## config.mk

```make
export PLATFORM = sky130hd
export DESIGN_NAME = frame_pass_gate
export DESIGN_NICKNAME = d
export VERILOG_FILES = /design/src/rtl/fpg_pkg.sv /design/src/rtl/fpg_line_tracker.sv /design/src/rtl/fpg_count_monitor.sv /design/src/rtl/fpg_pass_ctrl.sv /design/src/rtl/fpg_pkt_gate.sv /design/src/rtl/frame_pass_gate.sv
export SDC_FILE = /design/constraint.sdc
export NUM_CORES = 1
export LEC_CHECK = 0
export BUFFER_PORTS_ARGS = -buffer_cell sky130_fd_sc_hd__buf_4
export CORE_UTILIZATION = 40
export CTS_BUF_LIST = sky130_fd_sc_hd__clkbuf_16
export CTS_CLUSTER_DIAMETER = 200
export DETAILED_ROUTE_END_ITERATION = 7
export GPL_TIMING_DRIVEN = 0
export PLACE_DENSITY = 0.66
export SLEW_MARGIN = 5
export SYNTH_ARGS = -nofsm -noshare
export SYNTH_HDL_FRONTEND = slang
export SYNTH_SLANG_ARGS = --single-unit
```

## constraint.sdc

```tcl
create_clock -name clk -period 1.55 [get_ports clk]
set_clock_uncertainty 0.05 [all_clocks]
set_input_delay 0.0775 -clock clk [delete_from_list [all_inputs] [get_ports clk]]
set_output_delay 0.0775 -clock clk [all_outputs]
set_load 0.01 [all_outputs]
```

## src/rtl/fpg_pkg.sv

```systemverilog
package fpg_pkg;
  localparam int THR_W   = 2;
  localparam int RUN_W   = THR_W + 1;
  localparam int EN_W    = 4;
  localparam int EN_CNT  = 0;
  localparam int EN_SIZE = 1;
  localparam int EN_PAR  = 2;
  localparam int EN_THR  = 3;

  typedef struct packed {
    logic cnt_chg;
    logic size_bad;
    logic par_bad;
  } frm_verdict_t;

  // A frame is rejected when any enabled check reports a failure.
  function automatic logic verdict_bad(input frm_verdict_t v, input logic [EN_W-1:0] en);
    return (en[EN_CNT] & v.cnt_chg) | (en[EN_SIZE] & v.size_bad) | (en[EN_PAR] & v.par_bad);
  endfunction

  // Number of consecutive clean frames needed before pass returns.
  function automatic logic [RUN_W-1:0] clean_target(input logic [THR_W-1:0] thr);
    return RUN_W'(thr) + RUN_W'(1);
  endfunction

  function automatic logic run_complete(input logic [RUN_W-1:0] run_next,
                                        input logic [THR_W-1:0] thr);
    return run_next >= clean_target(thr);
  endfunction
endpackage

```

## src/rtl/fpg_line_tracker.sv

```systemverilog
module fpg_line_tracker #(
  parameter int LEN_W = 12,
  parameter int CNT_W = 12
) (
  input  logic             clk,
  input  logic             rst_n,
  input  logic             fs_i,
  input  logic             le_i,
  input  logic [LEN_W-1:0] line_len_i,
  input  logic             perr_i,
  input  logic             fe_i,
  output logic             frm_eval_o,
  output logic [CNT_W-1:0] lines_o,
  output logic             size_bad_o,
  output logic             par_bad_o
);
  logic             in_frame_q;
  logic [CNT_W-1:0] line_cnt_q;
  logic [LEN_W-1:0] first_len_q;
  logic             have_first_q;
  logic             size_err_q;
  logic             par_err_q;

  // Named internal events.
  logic line_seen;
  logic len_mismatch;
  logic par_seen;

  assign line_seen    = le_i & in_frame_q;
  assign len_mismatch = line_seen & have_first_q & (line_len_i != first_len_q);
  assign par_seen     = perr_i & in_frame_q;

  always_ff @(posedge clk) begin
    if (!rst_n) begin
      in_frame_q   <= 1'b0;
      line_cnt_q   <= '0;
      first_len_q  <= '0;
      have_first_q <= 1'b0;
      size_err_q   <= 1'b0;
      par_err_q    <= 1'b0;
    end else if (fs_i) begin
      in_frame_q   <= 1'b1;
      line_cnt_q   <= '0;
      have_first_q <= 1'b0;
      size_err_q   <= 1'b0;
      par_err_q    <= 1'b0;
    end else begin
      if (line_seen) begin
        line_cnt_q <= line_cnt_q + 1'b1;
        if (!have_first_q) begin
          first_len_q  <= line_len_i;
          have_first_q <= 1'b1;
        end
      end
      if (len_mismatch) size_err_q <= 1'b1;
      if (par_seen)     par_err_q  <= 1'b1;
      if (fe_i)         in_frame_q <= 1'b0;
    end
  end

  assign frm_eval_o = fe_i & in_frame_q;
  assign lines_o    = line_cnt_q;
  assign size_bad_o = size_err_q;
  assign par_bad_o  = par_err_q | par_seen;

  AST_FS_CLEARS_COUNT: assert property (@(posedge clk) disable iff (!rst_n) fs_i |=> (line_cnt_q == '0));
  AST_SIZE_ERR_HOLDS: assert property (@(posedge clk) disable iff (!rst_n) (size_err_q && !fs_i) |=> size_err_q);
  AST_MISMATCH_FLAGS: assert property (@(posedge clk) disable iff (!rst_n) (len_mismatch && !fs_i) |=> size_err_q);
endmodule

```

## src/rtl/fpg_count_monitor.sv

```systemverilog
module fpg_count_monitor #(
  parameter int CNT_W = 12
) (
  input  logic             clk,
  input  logic             rst_n,
  input  logic             frm_eval_i,
  input  logic [CNT_W-1:0] lines_i,
  input  logic             clr_i,
  output logic             cnt_chg_o,
  output logic             lcc_o
);
  logic [CNT_W-1:0] ref_cnt_q;
  logic             ref_valid_q;
  logic             lcc_q;

  assign cnt_chg_o = frm_eval_i & ref_valid_q & (lines_i != ref_cnt_q);

  always_ff @(posedge clk) begin
    if (!rst_n) begin
      ref_cnt_q   <= '0;
      ref_valid_q <= 1'b0;
      lcc_q       <= 1'b0;
    end else begin
      if (frm_eval_i) begin
        ref_cnt_q   <= lines_i;
        ref_valid_q <= 1'b1;
      end
      // A new change takes precedence over a clear in the same cycle.
      if (cnt_chg_o)  lcc_q <= 1'b1;
      else if (clr_i) lcc_q <= 1'b0;
    end
  end

  assign lcc_o = lcc_q;

  AST_FIRST_NO_FLAG: assert property (@(posedge clk) disable iff (!rst_n) (frm_eval_i && !ref_valid_q && !lcc_q && !clr_i) |=> !lcc_q);
  AST_LCC_STICKY: assert property (@(posedge clk) disable iff (!rst_n) (lcc_q && !clr_i) |=> lcc_q);
  AST_LCC_SET: assert property (@(posedge clk) disable iff (!rst_n) cnt_chg_o |=> lcc_q);
  AST_LCC_CLEAR: assert property (@(posedge clk) disable iff (!rst_n) (clr_i && !cnt_chg_o) |=> !lcc_q);
endmodule

```

## src/rtl/fpg_pass_ctrl.sv

```systemverilog
module fpg_pass_ctrl
  import fpg_pkg::*;
(
  input  logic               clk,
  input  logic               rst_n,
  input  logic               frm_eval_i,
  input  frm_verdict_t       verdict_i,
  input  logic [EN_W-1:0]    cfg_en,
  input  logic [THR_W-1:0]   cfg_thr,
  output logic               pass_o
);
  logic             pass_q;
  logic [RUN_W-1:0] run_q;
  logic [RUN_W-1:0] run_next;

  // Named internal events.
  logic frame_bad;
  logic frame_clean;
  logic recover;

  assign frame_bad   = frm_eval_i & verdict_bad(verdict_i, cfg_en);
  assign frame_clean = frm_eval_i & ~verdict_bad(verdict_i, cfg_en);
  assign run_next    = run_q + 1'b1;
  assign recover     = frame_clean & ~pass_q &
                       (~cfg_en[EN_THR] | run_complete(run_next, cfg_thr));

  always_ff @(posedge clk) begin
    if (!rst_n) begin
      pass_q <= 1'b1;
      run_q  <= '0;
    end else if (frame_bad) begin
      pass_q <= 1'b0;
      run_q  <= '0;
    end else if (recover) begin
      pass_q <= 1'b1;
      run_q  <= '0;
    end else if (frame_clean && !pass_q) begin
      run_q  <= run_next;
    end
  end

  assign pass_o = pass_q;

  AST_BAD_DROPS_PASS: assert property (@(posedge clk) disable iff (!rst_n) frame_bad |=> !pass_q);
  AST_PASS_AT_EVAL: assert property (@(posedge clk) disable iff (!rst_n) !frm_eval_i |=> $stable(pass_q));
  AST_RISE_ON_CLEAN: assert property (@(posedge clk) disable iff (!rst_n) $rose(pass_q) |-> $past(frame_clean));
  AST_NOTHR_RECOVERS: assert property (@(posedge clk) disable iff (!rst_n) (frame_clean && !cfg_en[EN_THR]) |=> pass_q);
endmodule

```

## src/rtl/fpg_pkt_gate.sv

```systemverilog
module fpg_pkt_gate #(
  parameter int DATA_W = 32
) (
  input  logic              clk,
  input  logic              rst_n,
  input  logic              pass_i,
  input  logic              in_valid,
  input  logic              in_sop,
  input  logic              in_eop,
  input  logic [DATA_W-1:0] in_data,
  output logic              out_valid,
  output logic              out_sop,
  output logic              out_eop,
  output logic [DATA_W-1:0] out_data
);
  logic fwd_active_q;
  logic keep_word;

  // The decision is taken at the first word and held for the whole packet.
  assign keep_word = in_sop ? pass_i : fwd_active_q;

  always_ff @(posedge clk) begin
    if (!rst_n) begin
      fwd_active_q <= 1'b0;
      out_valid    <= 1'b0;
      out_sop      <= 1'b0;
      out_eop      <= 1'b0;
      out_data     <= '0;
    end else begin
      if (in_valid) begin
        if (in_sop)      fwd_active_q <= pass_i & ~in_eop;
        else if (in_eop) fwd_active_q <= 1'b0;
      end
      out_valid <= in_valid & keep_word;
      out_sop   <= in_valid & keep_word & in_sop;
      out_eop   <= in_valid & keep_word & in_eop;
      out_data  <= in_data;
    end
  end

  AST_DROP_WHEN_LOW: assert property (@(posedge clk) disable iff (!rst_n) (in_valid && in_sop && !pass_i) |=> !out_valid);
  AST_START_WHEN_HIGH: assert property (@(posedge clk) disable iff (!rst_n) (in_valid && in_sop && pass_i) |=> (out_valid && out_sop));
  AST_NO_MID_CUT: assert property (@(posedge clk) disable iff (!rst_n) (in_valid && !in_sop && fwd_active_q) |=> out_valid);
  AST_DATA_FOLLOWS: assert property (@(posedge clk) disable iff (!rst_n) in_valid |=> (out_data == $past(in_data)));
endmodule

```

## src/rtl/frame_pass_gate.sv

```systemverilog
module frame_pass_gate
  import fpg_pkg::*;
#(
  parameter int LEN_W  = 12,
  parameter int CNT_W  = 12,
  parameter int DATA_W = 32
) (
  input  logic              clk,
  input  logic              rst_n,
  input  logic [3:0]        cfg_en,
  input  logic [1:0]        cfg_thr,
  input  logic              lcc_clr_i,
  input  logic              fs_i,
  input  logic              le_i,
  input  logic [LEN_W-1:0]  line_len_i,
  input  logic              perr_i,
  input  logic              fe_i,
  input  logic              in_valid,
  input  logic              in_sop,
  input  logic              in_eop,
  input  logic [DATA_W-1:0] in_data,
  output logic              out_valid,
  output logic              out_sop,
  output logic              out_eop,
  output logic [DATA_W-1:0] out_data,
  output logic              pass_o,
  output logic              lcc_o
);
  logic             frm_eval;
  logic [CNT_W-1:0] frm_lines;
  logic             size_bad;
  logic             par_bad;
  logic             cnt_chg;
  frm_verdict_t     verdict;
  logic             pass_w;

  fpg_line_tracker #(.LEN_W(LEN_W), .CNT_W(CNT_W)) u_track (
    .clk        (clk),
    .rst_n      (rst_n),
    .fs_i       (fs_i),
    .le_i       (le_i),
    .line_len_i (line_len_i),
    .perr_i     (perr_i),
    .fe_i       (fe_i),
    .frm_eval_o (frm_eval),
    .lines_o    (frm_lines),
    .size_bad_o (size_bad),
    .par_bad_o  (par_bad)
  );

  fpg_count_monitor #(.CNT_W(CNT_W)) u_count (
    .clk        (clk),
    .rst_n      (rst_n),
    .frm_eval_i (frm_eval),
    .lines_i    (frm_lines),
    .clr_i      (lcc_clr_i),
    .cnt_chg_o  (cnt_chg),
    .lcc_o      (lcc_o)
  );

  assign verdict.cnt_chg  = cnt_chg;
  assign verdict.size_bad = size_bad;
  assign verdict.par_bad  = par_bad;

  fpg_pass_ctrl u_pass (
    .clk        (clk),
    .rst_n      (rst_n),
    .frm_eval_i (frm_eval),
    .verdict_i  (verdict),
    .cfg_en     (cfg_en),
    .cfg_thr    (cfg_thr),
    .pass_o     (pass_w)
  );

  fpg_pkt_gate #(.DATA_W(DATA_W)) u_gate (
    .clk       (clk),
    .rst_n     (rst_n),
    .pass_i    (pass_w),
    .in_valid  (in_valid),
    .in_sop    (in_sop),
    .in_eop    (in_eop),
    .in_data   (in_data),
    .out_valid (out_valid),
    .out_sop   (out_sop),
    .out_eop   (out_eop),
    .out_data  (out_data)
  );

  assign pass_o = pass_w;

  AST_EVENTS_EXCLUSIVE: assert property (@(posedge clk) disable iff (!rst_n) $countones({fs_i, le_i, fe_i}) <= 1);
  AST_RESET_QUIET: assert property (@(posedge clk) !rst_n |=> (pass_o && !lcc_o && !out_valid));
endmodule

```

=== Word-level counts from Yosys, hierarchy flattened ===
Cells that the tools add are included.

* Output and inout bits: 37
* Bits of input ports: 60
* Logic and storage cells: 70
* Register bits: 82

* Equality and inequality tests: 2
* Bitwise operators: 29
* Magnitude comparators: 1
* Reduce and logical (&&, ||, !) cells: 10
* Muxes and demuxes: 9
* Add/subtract/negate cells: 3

{| class="wikitable"
|+ Operators with widths
! operator !! count
|-
| != test 12 bit || 2
|-
| AND 1 bit || 18
|-
| adder 12 x 1 -> 12 bit (second input constant) || 1
|-
| 2-to-1 mux 1 bit || 9
|-
| nonzero test 2 bit || 4
|-
| NOT 1 bit || 7
|-
| bitwise OR 1 bit || 4
|-
| adder 2 x 1 -> 3 bit (second input constant) || 1
|-
| adder 3 x 1 -> 3 bit (second input constant) || 1
|-
| >= comparator 3 bit || 1
|-
| AND reduction 3 bit || 1
|-
| OR reduction 3 bit || 1
|-
| AND reduction 2 bit || 1
|-
| OR reduction 2 bit || 1
|-
| logical AND 1 bit || 1
|-
| zero test 1 bit || 1
|}

=== Depth between registers and ports, before layout ===
Gate-level depths: netlist of run 1.

* Depth after elaboration: 12
* Mapped depth: 7
* Mapped depth without buffers: 7

=== Hierarchy ===
Synthesis of run 1 repeated with hierarchy kept, for this count alone.

* Cells, all modules: 325
* Area, all modules: 3,373.2 µm²

{| class="wikitable"
|+ Modules (own cells, without submodules)
! module !! cells each !! instances !! seq. area each (µm²) !! area each (µm²)
|-
| fpg_line_tracker || 147 || 1 || 560.5 || 1,285.0
|-
| fpg_pkt_gate || 83 || 1 || 720.7 || 1,039.7
|-
| fpg_count_monitor || 62 || 1 || 280.3 || 735.7
|-
| fpg_pass_ctrl || 33 || 1 || 80.1 || 312.8
|}

=== Worst setup path before layout of run 1 ===
Ideal clock, no wire load.

* Path kind: register to register
* Start point: register u_pass.run_q[0]
* End point: register u_pass.pass_q, in the netlist u_pass.pass_o
* Cell stages (with the launch flop): 7
* Buffers on the path: 0
* Data required time: 1.386 ns
* Path slack: -0.161 ns
* Setup time: 0.114 ns
* Arrival time: 1.547 ns
* Cell sequence: dfxtp_1 > ha_1 > ha_1 > a21o_1 > a21oi_1 > o31ai_2 > a21o_1

* Longest elaborated chain between the ends: 5

{| class="wikitable"
|+ Ends and longest elaborated chain
! element !! RTL line !! RTL
|-
| start, declared || fpg_pass_ctrl.sv:13 || <nowiki>logic [RUN_W-1:0] run_q;</nowiki>
|-
| start signal, assigned || fpg_pass_ctrl.sv:38 || <nowiki>run_q <= run_next;</nowiki>
|-
| adder 3 x 1 -> 3 bit || fpg_pass_ctrl.sv:23 || <nowiki>assign run_next = run_q + 1'b1;</nowiki>
|-
| via u_pass.run_next[1] || fpg_pass_ctrl.sv:14 || <nowiki>logic [RUN_W-1:0] run_next;</nowiki>
|-
| >= comparator 3 bit || fpg_pkg.sv:28 || <nowiki>return run_next >= clean_target(thr);</nowiki>
|-
| bitwise OR 1 bit || fpg_pass_ctrl.sv:25 || <nowiki>(~cfg_en[EN_THR] | run_complete(run_next, cfg_thr));</nowiki>
|-
| AND 1 bit || fpg_pass_ctrl.sv:24 || <nowiki>assign recover = frame_clean & ~pass_q &</nowiki>
|-
| nonzero test 2 bit (no line) || n/a ||
|-
| end signal, assigned || fpg_pass_ctrl.sv:29 || <nowiki>pass_q <= 1'b1;</nowiki>
|-
| end signal, assigned || fpg_pass_ctrl.sv:32 || <nowiki>pass_q <= 1'b0;</nowiki>
|-
| end signal, assigned || fpg_pass_ctrl.sv:35 || <nowiki>pass_q <= 1'b1;</nowiki>
|-
| end, declared || fpg_pass_ctrl.sv:12 || <nowiki>logic pass_q;</nowiki>
|}

The timed path passes the listed nets, and every way through them passes these cells.
A chain may end at the register's enable or synchronous reset.

=== Final worst setup path of run 1 ===
* Start point: register u_track.line_cnt_q[2], in the netlist u_track.lines_o[2]
* End point: register u_pass.run_q[2]

* Longest elaborated chain between the ends: 10

{| class="wikitable"
|+ Ends and longest elaborated chain
! element !! RTL line !! RTL
|-
| start, declared || fpg_line_tracker.sv:18 || <nowiki>logic [CNT_W-1:0] line_cnt_q;</nowiki>
|-
| start signal, assigned || fpg_line_tracker.sv:49 || <nowiki>line_cnt_q <= line_cnt_q + 1'b1;</nowiki>
|-
| != test 12 bit * || fpg_count_monitor.sv:16 || <nowiki>assign cnt_chg_o = frm_eval_i & ref_valid_q & (lines_i != ref_cnt_q);</nowiki>
|-
| AND 1 bit * || fpg_count_monitor.sv:16 ||
|-
| AND 1 bit * || fpg_pkg.sv:18 || <nowiki>return (en[EN_CNT] & v.cnt_chg) | (en[EN_SIZE] & v.size_bad) | (en[EN_PAR] & v.par_bad);</nowiki>
|-
| bitwise OR 1 bit * (2 in series) || fpg_pkg.sv:18 ||
|-
| NOT 1 bit || fpg_pass_ctrl.sv:22 || <nowiki>assign frame_clean = frm_eval_i & ~verdict_bad(verdict_i, cfg_en);</nowiki>
|-
| AND 1 bit || fpg_pass_ctrl.sv:22 ||
|-
| AND 1 bit (2 in series) || fpg_pass_ctrl.sv:24 ||
|-
| OR reduction 3 bit (no line) || n/a ||
|}

Mark *: on every way between the ends. The rest lies on a longest branch, timed or not.

==> summary.txt, run 1 <==
number of synthesized register bits = 82
WS Path Type = reg -> reg
startpoint of the most critical setup path = u_track.lines_o[2]
sequential share of the synthesized area = 50.21%
number of remaining DRC errors = 0
number of maximum-capacitance constraint violations = 0
Leak Pwr = 2.127 nW
worst r2r src = u_track.lines_o[2]
highest-delay cell along the critical path = sky130_fd_sc_hd__o311a_4
peak per-stage delay on the critical path = 0.44 ns
EDFF count, synth = 0
number of filler cells placed in the layout = 618
Worst Setup EP = u_pass.run_q[2]
First DRT Iteration DRCs = 83
initial standard-cell utilization of the core = 41.88%
Inserted Clock Buffers = 9
critical-path cell list = xnor2_2 -> nand4_4 -> o311a_4 -> o31ai_4 -> a21oi_1
Met3 Wirelength = 277 um
number of pins exceeding their max-slew limit in the final report = 0
average wire per cell in the routed design = 12.94 um
Row Count = 32
Peak Freq = 597.4 MHz
area of the die = 0.008539 mm2
YS warnings = 0
setup slack of the most critical reg-to-reg path = -0.12 ns
switching component of the power = 1.108 mW
Top FF cell, synth = sky130_fd_sc_hd__dfxtp_1
fraction of the cycle the final worst path needs = 108.0%
maximum net fanout on the critical path = 6
Hold WC Path Type = in -> reg
sequential cell fraction of total power = 43.7%
highest signal layer in the routed design = met4
CTS tree = done
CP required = 1.71 ns
Clock Power Share = 45.9%
number of antenna repair diodes = 0
Critical Path Source Type = register
RSZ-0062 raised after global routing = true
Pint = 3.905 mW
Routed Antenna Nets = 0
Hold Crit Start = fe_i
switching power as a share of total power = 22.10%
clock tree buffer depth = 2
number of standard cells in the final layout excluding fillers = 617
count of placed standard cells including taps = 541
routed wl met2 = 4.166 mm
fin nets = 576
number of hold violations in the final report = 0
wl on met1 = 3.407 mm
headroom to the max-slew limit = 63.84%
worst-case vdd ir drop = 0.0005997 V
Vert. Die Dim = 92.41 um
share of synthesized flip-flops with an asynchronous set or reset = 0%
Syn Nets = 410
latest clock arrival within the worst-skew pair = 0.33 ns
Min Hold Slack = 0.01083 ns
Chip Width = 92.41 um
GRT Overall Usage = 19.37%
violations in the final reports = setup timing
Synth Cell Area = 0.003269 mm2
number of failing setup endpoints in the final timing report = 4
smallest setup slack after layout = -0.1240 ns
largest net degree at the start of global routing = 16
drt first pass iters = 4
initial antenna violation count = 0
endpoint type of the worst setup path = register
share of final-layout standard cells stronger than drive strength 1 = 32.43%
IO buf count = 95
depth of the most critical reg-to-reg path = 5
Ports = 97
number of global-route vias before repair = 2,835
buffer type at the clock tree root = sky130_fd_sc_hd__clkbuf_16
average cell area after synthesis = 9.504 um2
Final Critical Period = 1.674 ns
Cell variety after synth = 40
average vias per placed instance = 4.702
HPWL after detailed placement = 5.053 mm
CTS clock-pin slew for the worst setup and hold paths = 0.06 ns
measured slew at the worst slew-check pin = 0.5424 ns
DR vias = 2,901
overall overflow remaining after global route = 0
total length of routed wires = 7.985 mm
reg-to-reg endpoint = u_pass.run_q[2]
global-route wire length before repair = 12.94 mm
area added between synthesis and finish = 59.32%
CTS Sinks = 82
P per Cell Area = 962.3 mW/mm2
H-tree Lvls = 3
Core Region = 0.007807 mm2
run status = finished with violations
number of cells produced by synthesis = 344
data arrival time of the critical path = 1.83 ns
final RePlAce weighted congestion = 0.7273
part of the power in combinational logic = 10.4%
[cells by family after synthesis]
family	count (synthesis)	share of synthesized area (%)
and+or+nand+nor	148	22.69
DFF	82	50.21
adders and majority gates	6	2.296
buffers and inverters	22	3.062
xor gates and xnor gates	35	10.18
AOI/OAI and AO/OA	51	11.56
[critical path: cells and delay by family, from the launching register on]
kind | cells | cell delay [ns]
flops | 1 | 0.36
compound gates | 3 | 0.78
simple gates | 1 | 0.15
xor+xnor | 1 | 0.22
[cell type report]
class / instances / area [um2] / area share (%)
plain buffers: 15 / 85.08 / 1.633
clock buffers: 9 / 225.2 / 4.324
clock inverters: 7 / 102.6 / 1.970
inverters: 5 / 18.77 / 0.3603
multi-input cells: 240 / 1680 / 32.26
flip-flops and latches: 82 / 1664 / 31.95
well taps: 102 / 127.6 / 2.450
repair buffers: 157 / 1305 / 25.05
[layout by cell type, fill, tap and decap left out, types with 5 or more instances in the layout]
cell type / count
sky130_fd_sc_hd__nand4_1: 8
sky130_fd_sc_hd__clkbuf_1: 9
sky130_fd_sc_hd__clkbuf_16: 9
sky130_fd_sc_hd__xnor2_2: 7
sky130_fd_sc_hd__xor2_1: 18
sky130_fd_sc_hd__inv_1: 5
sky130_fd_sc_hd__dlygate4sd3_1: 49
sky130_fd_sc_hd__and2_1: 35
sky130_fd_sc_hd__xnor2_1: 9
sky130_fd_sc_hd__dfxtp_1: 70
sky130_fd_sc_hd__a21boi_0: 24
sky130_fd_sc_hd__nand2_1: 60
sky130_fd_sc_hd__dfxtp_2: 9
sky130_fd_sc_hd__a21oi_1: 7
sky130_fd_sc_hd__nor2_1: 15
sky130_fd_sc_hd__buf_4: 107
[Yosys cell counts, types with 2 or more instances]
cell type	number	share of area (%)
sky130_fd_sc_hd__nor3_1	4	0.61
sky130_fd_sc_hd__and2_1	36	6.9
sky130_fd_sc_hd__buf_6	2	0.69
sky130_fd_sc_hd__nand2_1	60	6.9
sky130_fd_sc_hd__xor2_1	18	4.8
sky130_fd_sc_hd__nor4_1	3	0.57
sky130_fd_sc_hd__clkbuf_1	13	1.5
sky130_fd_sc_hd__dfxtp_1	82	50
sky130_fd_sc_hd__nor2_1	17	2.0
sky130_fd_sc_hd__nand3_1	4	0.61
sky130_fd_sc_hd__o21ai_0	5	0.77
sky130_fd_sc_hd__a21boi_0	24	5.5
sky130_fd_sc_hd__inv_1	5	0.57
sky130_fd_sc_hd__o21a_1	2	0.46
sky130_fd_sc_hd__nand4_1	8	1.5
sky130_fd_sc_hd__a21oi_1	8	1.2
sky130_fd_sc_hd__nor2b_1	4	0.77
sky130_fd_sc_hd__or3_1	2	0.38
sky130_fd_sc_hd__nand2b_1	4	0.77
sky130_fd_sc_hd__xnor2_1	15	4.0
sky130_fd_sc_hd__a21o_1	3	0.69
sky130_fd_sc_hd__ha_1	6	2.3
sky130_fd_sc_hd__buf_2	2	0.31
[metrics by stage]
stage / util, % / power (mW) / TNS (ns) / cell area [um2] / setup WS (ns)
floorplan: - / 2.403 / -0.009083 / 3317 / -0.009083
global placement: 53.25 / 2.627 / -0.9886 / 4158 / -0.1364
detailed placement: 53.25 / 2.638 / -1.933 / 4158 / -0.2110
CTS: 65.27 / 5.053 / -0.3609 / 5096 / -0.1020
global route: 66.71 / 5.194 / -0.6346 / 5209 / -0.1680
finish: 66.71 / 5.012 / -0.3459 / 5209 / -0.1240
[power groups by stage]
| stage | Sequential (mW) | Clock (mW) | Combinational [mW] |
|---|---|---|---|
| after floorplan | 2.26 | 0 | 0.139 |
| after global placement | 2.24 | 0 | 0.388 |
| after detailed placement | 2.24 | 0 | 0.396 |
| after CTS | 2.19 | 2.36 | 0.503 |
| after global routing | 2.20 | 2.43 | 0.565 |
| final | 2.19 | 2.30 | 0.519 |
[registers in the layout (all words and copies together) (netlist names), 3 cells and up]
register / count
u_count.ref_cnt_q: 12
u_gate.out_data: 32
u_pass.run_q: 3
u_track.first_len_q: 12
u_track.lines_o: 12
[per-layer routing]
metal,vias up,global-route usage [%]
met5,-,0
met4,0,7.422
met3,11,3.859
met2,51,34.38
met1,1370,22.84
li1,1469,-
[what timing repair did]
action	CTS	global route
gates resized for setup	19	22
hold buffers	49	0
endpoints found under the setup margin	28	16
pin swaps	10	13
setup buffers	5	8
endpoints found under the hold margin	48	0
[worst min-delay path by stage]
| stage | depth (start not counted) | endpoint | slack (ns) |
|---|---|---|---|
| floorplan | 1 | u_gate.out_eop | 0.15 |
| global placement | 2 | u_gate.out_data[0] | 0.24 |
| detailed placement | 2 | u_gate.out_data[17] | 0.24 |
| CTS | 3 | u_track.in_frame_q | 0.003 |
| global route | 3 | u_track.in_frame_q | 0.02 |
| finish | 3 | u_track.in_frame_q | 0.01 |
No activity file was read; power rests on OpenSTA's default activity.
==> run 2: changes to the inputs <==
SYNTH_HIERARCHICAL = 1   (was not set)
==> summary.txt, run 2 <==
run status = finished with violations
violations in the final reports = setup timing
post-synthesis xor/xnor area fraction = 9.607% (-0.57 points)
CP required = 1.76 ns (+0.05 ns)
count of placed standard cells including taps = 526 (-2.8%)
area of the die = 0.008804 mm2 (+3.1%)
Vert. Die Dim = 93.83 um (+1.5%)
Top FF cell, synth = sky130_fd_sc_hd__dfxtp_1
highest-delay cell along the critical path = sky130_fd_sc_hd__a222oi_1
Peak Freq = 485.5 MHz (-19%)
number of cells produced by synthesis = 325 (-5.5%)
number of hold violations in the final report = 0 (unchanged)
number of maximum-capacitance constraint violations = 0 (unchanged)
HPWL after detailed placement = 5.296 mm (+4.8%)
average cell area after synthesis = 10.38 um2 (+9.2%)
dominant combinational cell family by area after synthesis = simple AND/OR/NAND/NOR gates
Synth Cell Area = 0.003373 mm2 (+3.2%)
sequential share of the synthesized area = 48.66% (-1.5 points)
number of pins exceeding their max-slew limit in the final report = 0 (unchanged)
maximum net fanout on the critical path = 4 (-2)
H-tree Lvls = 3 (unchanged)
drt first pass iters = 4 (unchanged)
Chip Width = 93.83 um (+1.5%)
most used standard cells in the synthesized netlist = sky130_fd_sc_hd__dfxtp_1 (82), sky130_fd_sc_hd__nand2_1 (37), sky130_fd_sc_hd__and2_2 (33)
number of standard cells in the final layout excluding fillers = 598 (-3.1%)
Syn Nets = 391 (-4.6%)
fraction of the cycle the final worst path needs = 132.9% (+25 points)
number of synthesized register bits = 82 (unchanged)
share of final-layout standard cells stronger than drive strength 1 = 40.37% (+7.9 points)
share of the synthesized area in the top cell type = 48.66% (-1.5 points)
initial antenna violation count = 0 (unchanged)
overall overflow remaining after global route = 0 (unchanged)
headroom to the max-slew limit = 70.73% (+6.9 points)
RSZ-0062 raised after global routing = true
area added between synthesis and finish = 53.89%
latest clock arrival within the worst-skew pair = 0.33 ns (about the same)
endpoint type of the worst setup path = register
largest net degree at the start of global routing = 21 (+5)
worst-case vdd ir drop = 0.0006536 V (+9.0%)
peak per-stage delay on the critical path = 0.36 ns (-0.08 ns)
busiest layer in global routing = met2
average wire per cell in the routed design = 13.25 um (+2.4%)
met3 layer usage reported by global route = 4.531% (+0.67 points)
global-route wire length before repair = 12.50 mm (-3.4%)
First DRT Iteration DRCs = 46 (-45%)
data arrival time of the critical path = 2.27 ns (+0.44 ns)
Cell variety after synth = 53 (+33%)
share of synthesized flip-flops with an asynchronous set or reset = 0% (unchanged)
highest-count cells in the layout ignoring fill and taps = sky130_fd_sc_hd__buf_4 (104), sky130_fd_sc_hd__dfxtp_1 (67), sky130_fd_sc_hd__dlygate4sd3_1 (48)
IO buf count = 96 (+1.1%)
most common library cell in the layout ignoring fill and taps = sky130_fd_sc_hd__buf_4
initial standard-cell utilization of the core = 41.26% (-0.61 points)
Inserted Clock Buffers = 9 (unchanged)
critical-path cell list = xor2_2 -> nor4_4 -> a31oi_2 -> a222oi_1 -> buf_4 -> or2b_1 -> o311ai_4 -> nor2_1
cell accounting for the most synthesized area = sky130_fd_sc_hd__dfxtp_1
cell types with the largest area share after synthesis = sky130_fd_sc_hd__dfxtp_1 (49%), sky130_fd_sc_hd__and2_2 (7.3%), sky130_fd_sc_hd__xor2_1 (6.2%), sky130_fd_sc_hd__nand2_1 (4.1%), sky130_fd_sc_hd__mux2i_1 (3.6%)
measured slew at the worst slew-check pin = 0.4390 ns (-0.1033 ns)
GRT Overall Usage = 18.64% (-0.73 points)
number of antenna repair diodes = 0 (unchanged)
Row Count = 33 (+3.1%)
Leak Pwr = 2.249 nW (+5.7%)
largest register by flop count = u_gate/out_data
Critical Path Source Type = register
Synth Area in Simple Gates = 24.44% (+1.7 points)
Ports = 97 (unchanged)
Final Critical Period = 2.060 ns (+0.3860 ns)
number of remaining DRC errors = 0 (unchanged)
EDFF count, synth = 0 (unchanged)
CTS tree = done
CTS Sinks = 82 (unchanged)
WS Path Type = reg -> reg
arithmetic-cell share of the synthesized area counting full adders, half adders and majority gates = 2.226% (-0.071 points)
CTS clock-pin slew for the worst setup and hold paths = 0.06 ns (about the same)
number of flip-flops under the largest register name = 32 (unchanged)
routing usage on met2 = 31.69% (-2.7 points)
total length of routed wires = 7.923 mm (-0.78%)
multiplexer area fraction after synthesis = 3.561% (+3.6 points)
YS warnings = 6 (+6)
buffer type at the clock tree root = sky130_fd_sc_hd__clkbuf_16
final RePlAce weighted congestion = 0.7158 (-1.6%)
clock tree buffer depth = 2 (unchanged)
average vias per placed instance = 4.552 (-3.2%)
smallest setup slack after layout = -0.5099 ns (-0.3860 ns)
fin nets = 554 (-3.8%)
most frequent cell after synthesis = sky130_fd_sc_hd__dfxtp_1
P per Cell Area = 966.9 mW/mm2 (+0.48%)
Routed Antenna Nets = 0 (unchanged)
total negative slack for setup checks = -2.015 ns (-1.669 ns)
Hold WC Path Type = in -> reg
Core Region = 0.008175 mm2 (+4.7%)
number of global-route vias before repair = 2,736 (-3.5%)
synthesized-area fraction occupied by ao, oa, aoi and oai cells = 8.160% (-3.4 points)
DR vias = 2,722 (-6.2%)
number of failing setup endpoints in the final timing report = 4 (unchanged)
met1 GRT Util = 22.38% (-0.46 points)
Final Total Pwr = 5.020 mW (+0.14%)
[run 2: cell count changes after synthesis, sizes merged, moves of 3 or more]
cell | before | now
xor2 | 18 | 24
nand4 | 9 | 4
clkbuf | 13 | 7
nand2 | 60 | 38
nor2b | 4 | 15
a21oi | 8 | 4
mux2i | 0 | 12
xnor2 | 17 | 13
o21ai | 5 | 0
inv | 5 | 8
a21boi | 24 | 12
[run 2: path summary, 6_finish.rpt]
| path | start | to | depth (start not counted) | slack (ns) |
|---|---|---|---|---|
| max | u_count/ref_cnt_q[8] | u_pass/run_q[0] | 8 | -0.51 |
| min | in_sop | u_gate/out_sop | 3 | 0.009 |
| max reg2reg | u_count/ref_cnt_q[8] | u_pass/run_q[0] | 8 | -0.51 |
| min reg2reg | u_gate/fwd_active_q | u_gate/fwd_active_q | 2 | 0.42 |
[run 2: kinds of logic after synthesis]
| group | count (synthesis) |
|---|---|
| adder cells (fa/ha/maj) | 6 |
| buffers and inverters | 20 |
| AO/OA/AOI/OAI | 33 |
| XOR/XNOR | 37 |
| flip-flops | 82 |
| multiplexers | 12 |
| AND/OR/NAND/NOR | 135 |
[run 2: report_power, final]
part	leakage, nW	internal (mW)	switching (mW)	total (mW)
clock	0.157	1.42	0.866	2.29
sequential	0.678	2.16	0.0270	2.19
combinational	1.41	0.340	0.198	0.537
[run 2: metal layers]
metal  part of all wire (%)  vias up  wire (um)
li1                       -     1398          -
met4                    1.1        0         90
met2                     52       61       4102
met5                      0        -          0
met1                     43     1255       3382
met3                    4.4        8        348
[run 2: worst max-delay path, delay by kind of cell, from the launching register on]
family	cells	cell delay (ns)
flops	1	0.34
simple gates	3	0.59
buf+inv	1	0.19
xor+xnor	1	0.19
compound gates	3	0.64
[run 2: stage by stage]
step           hold slack, ns  area, um2  setup WS, ns  util, %
5_1_grt               0.01973       5191       -0.6387    63.50
3_5_place_dp           0.2482       4277       -0.7327    52.31
2_1_floorplan          0.1468       3425       -0.3507        -
4_1_cts            0.00003761       5155       -0.5031    63.05
3_3_place_gp           0.2434       4277       -0.7010    52.31
6_report             0.008844       5191       -0.5099    63.50
[run 2: area by class of cell]
cell class / count / area, um2
inverters: 8 / 30.03
multi-input cells: 223 / 1694
clock buffers: 9 / 225.2
fillers: 674 / 2984
plain buffers: 12 / 82.58
well taps: 105 / 131.4
clock inverters: 7 / 98.84
repair buffers: 152 / 1261
flip-flops and latches: 82 / 1668
[run 2: timing repair]
| action | CTS | global route |
|---|---|---|
| endpoints found under the setup margin | 4 | 5 |
| hold buffers | 48 | 0 |
| gates resized for setup | 10 | 6 |
| endpoints found under the hold margin | 49 | 0 |
| setup buffers | 7 | 1 |
| pin swaps | 5 | 2 |
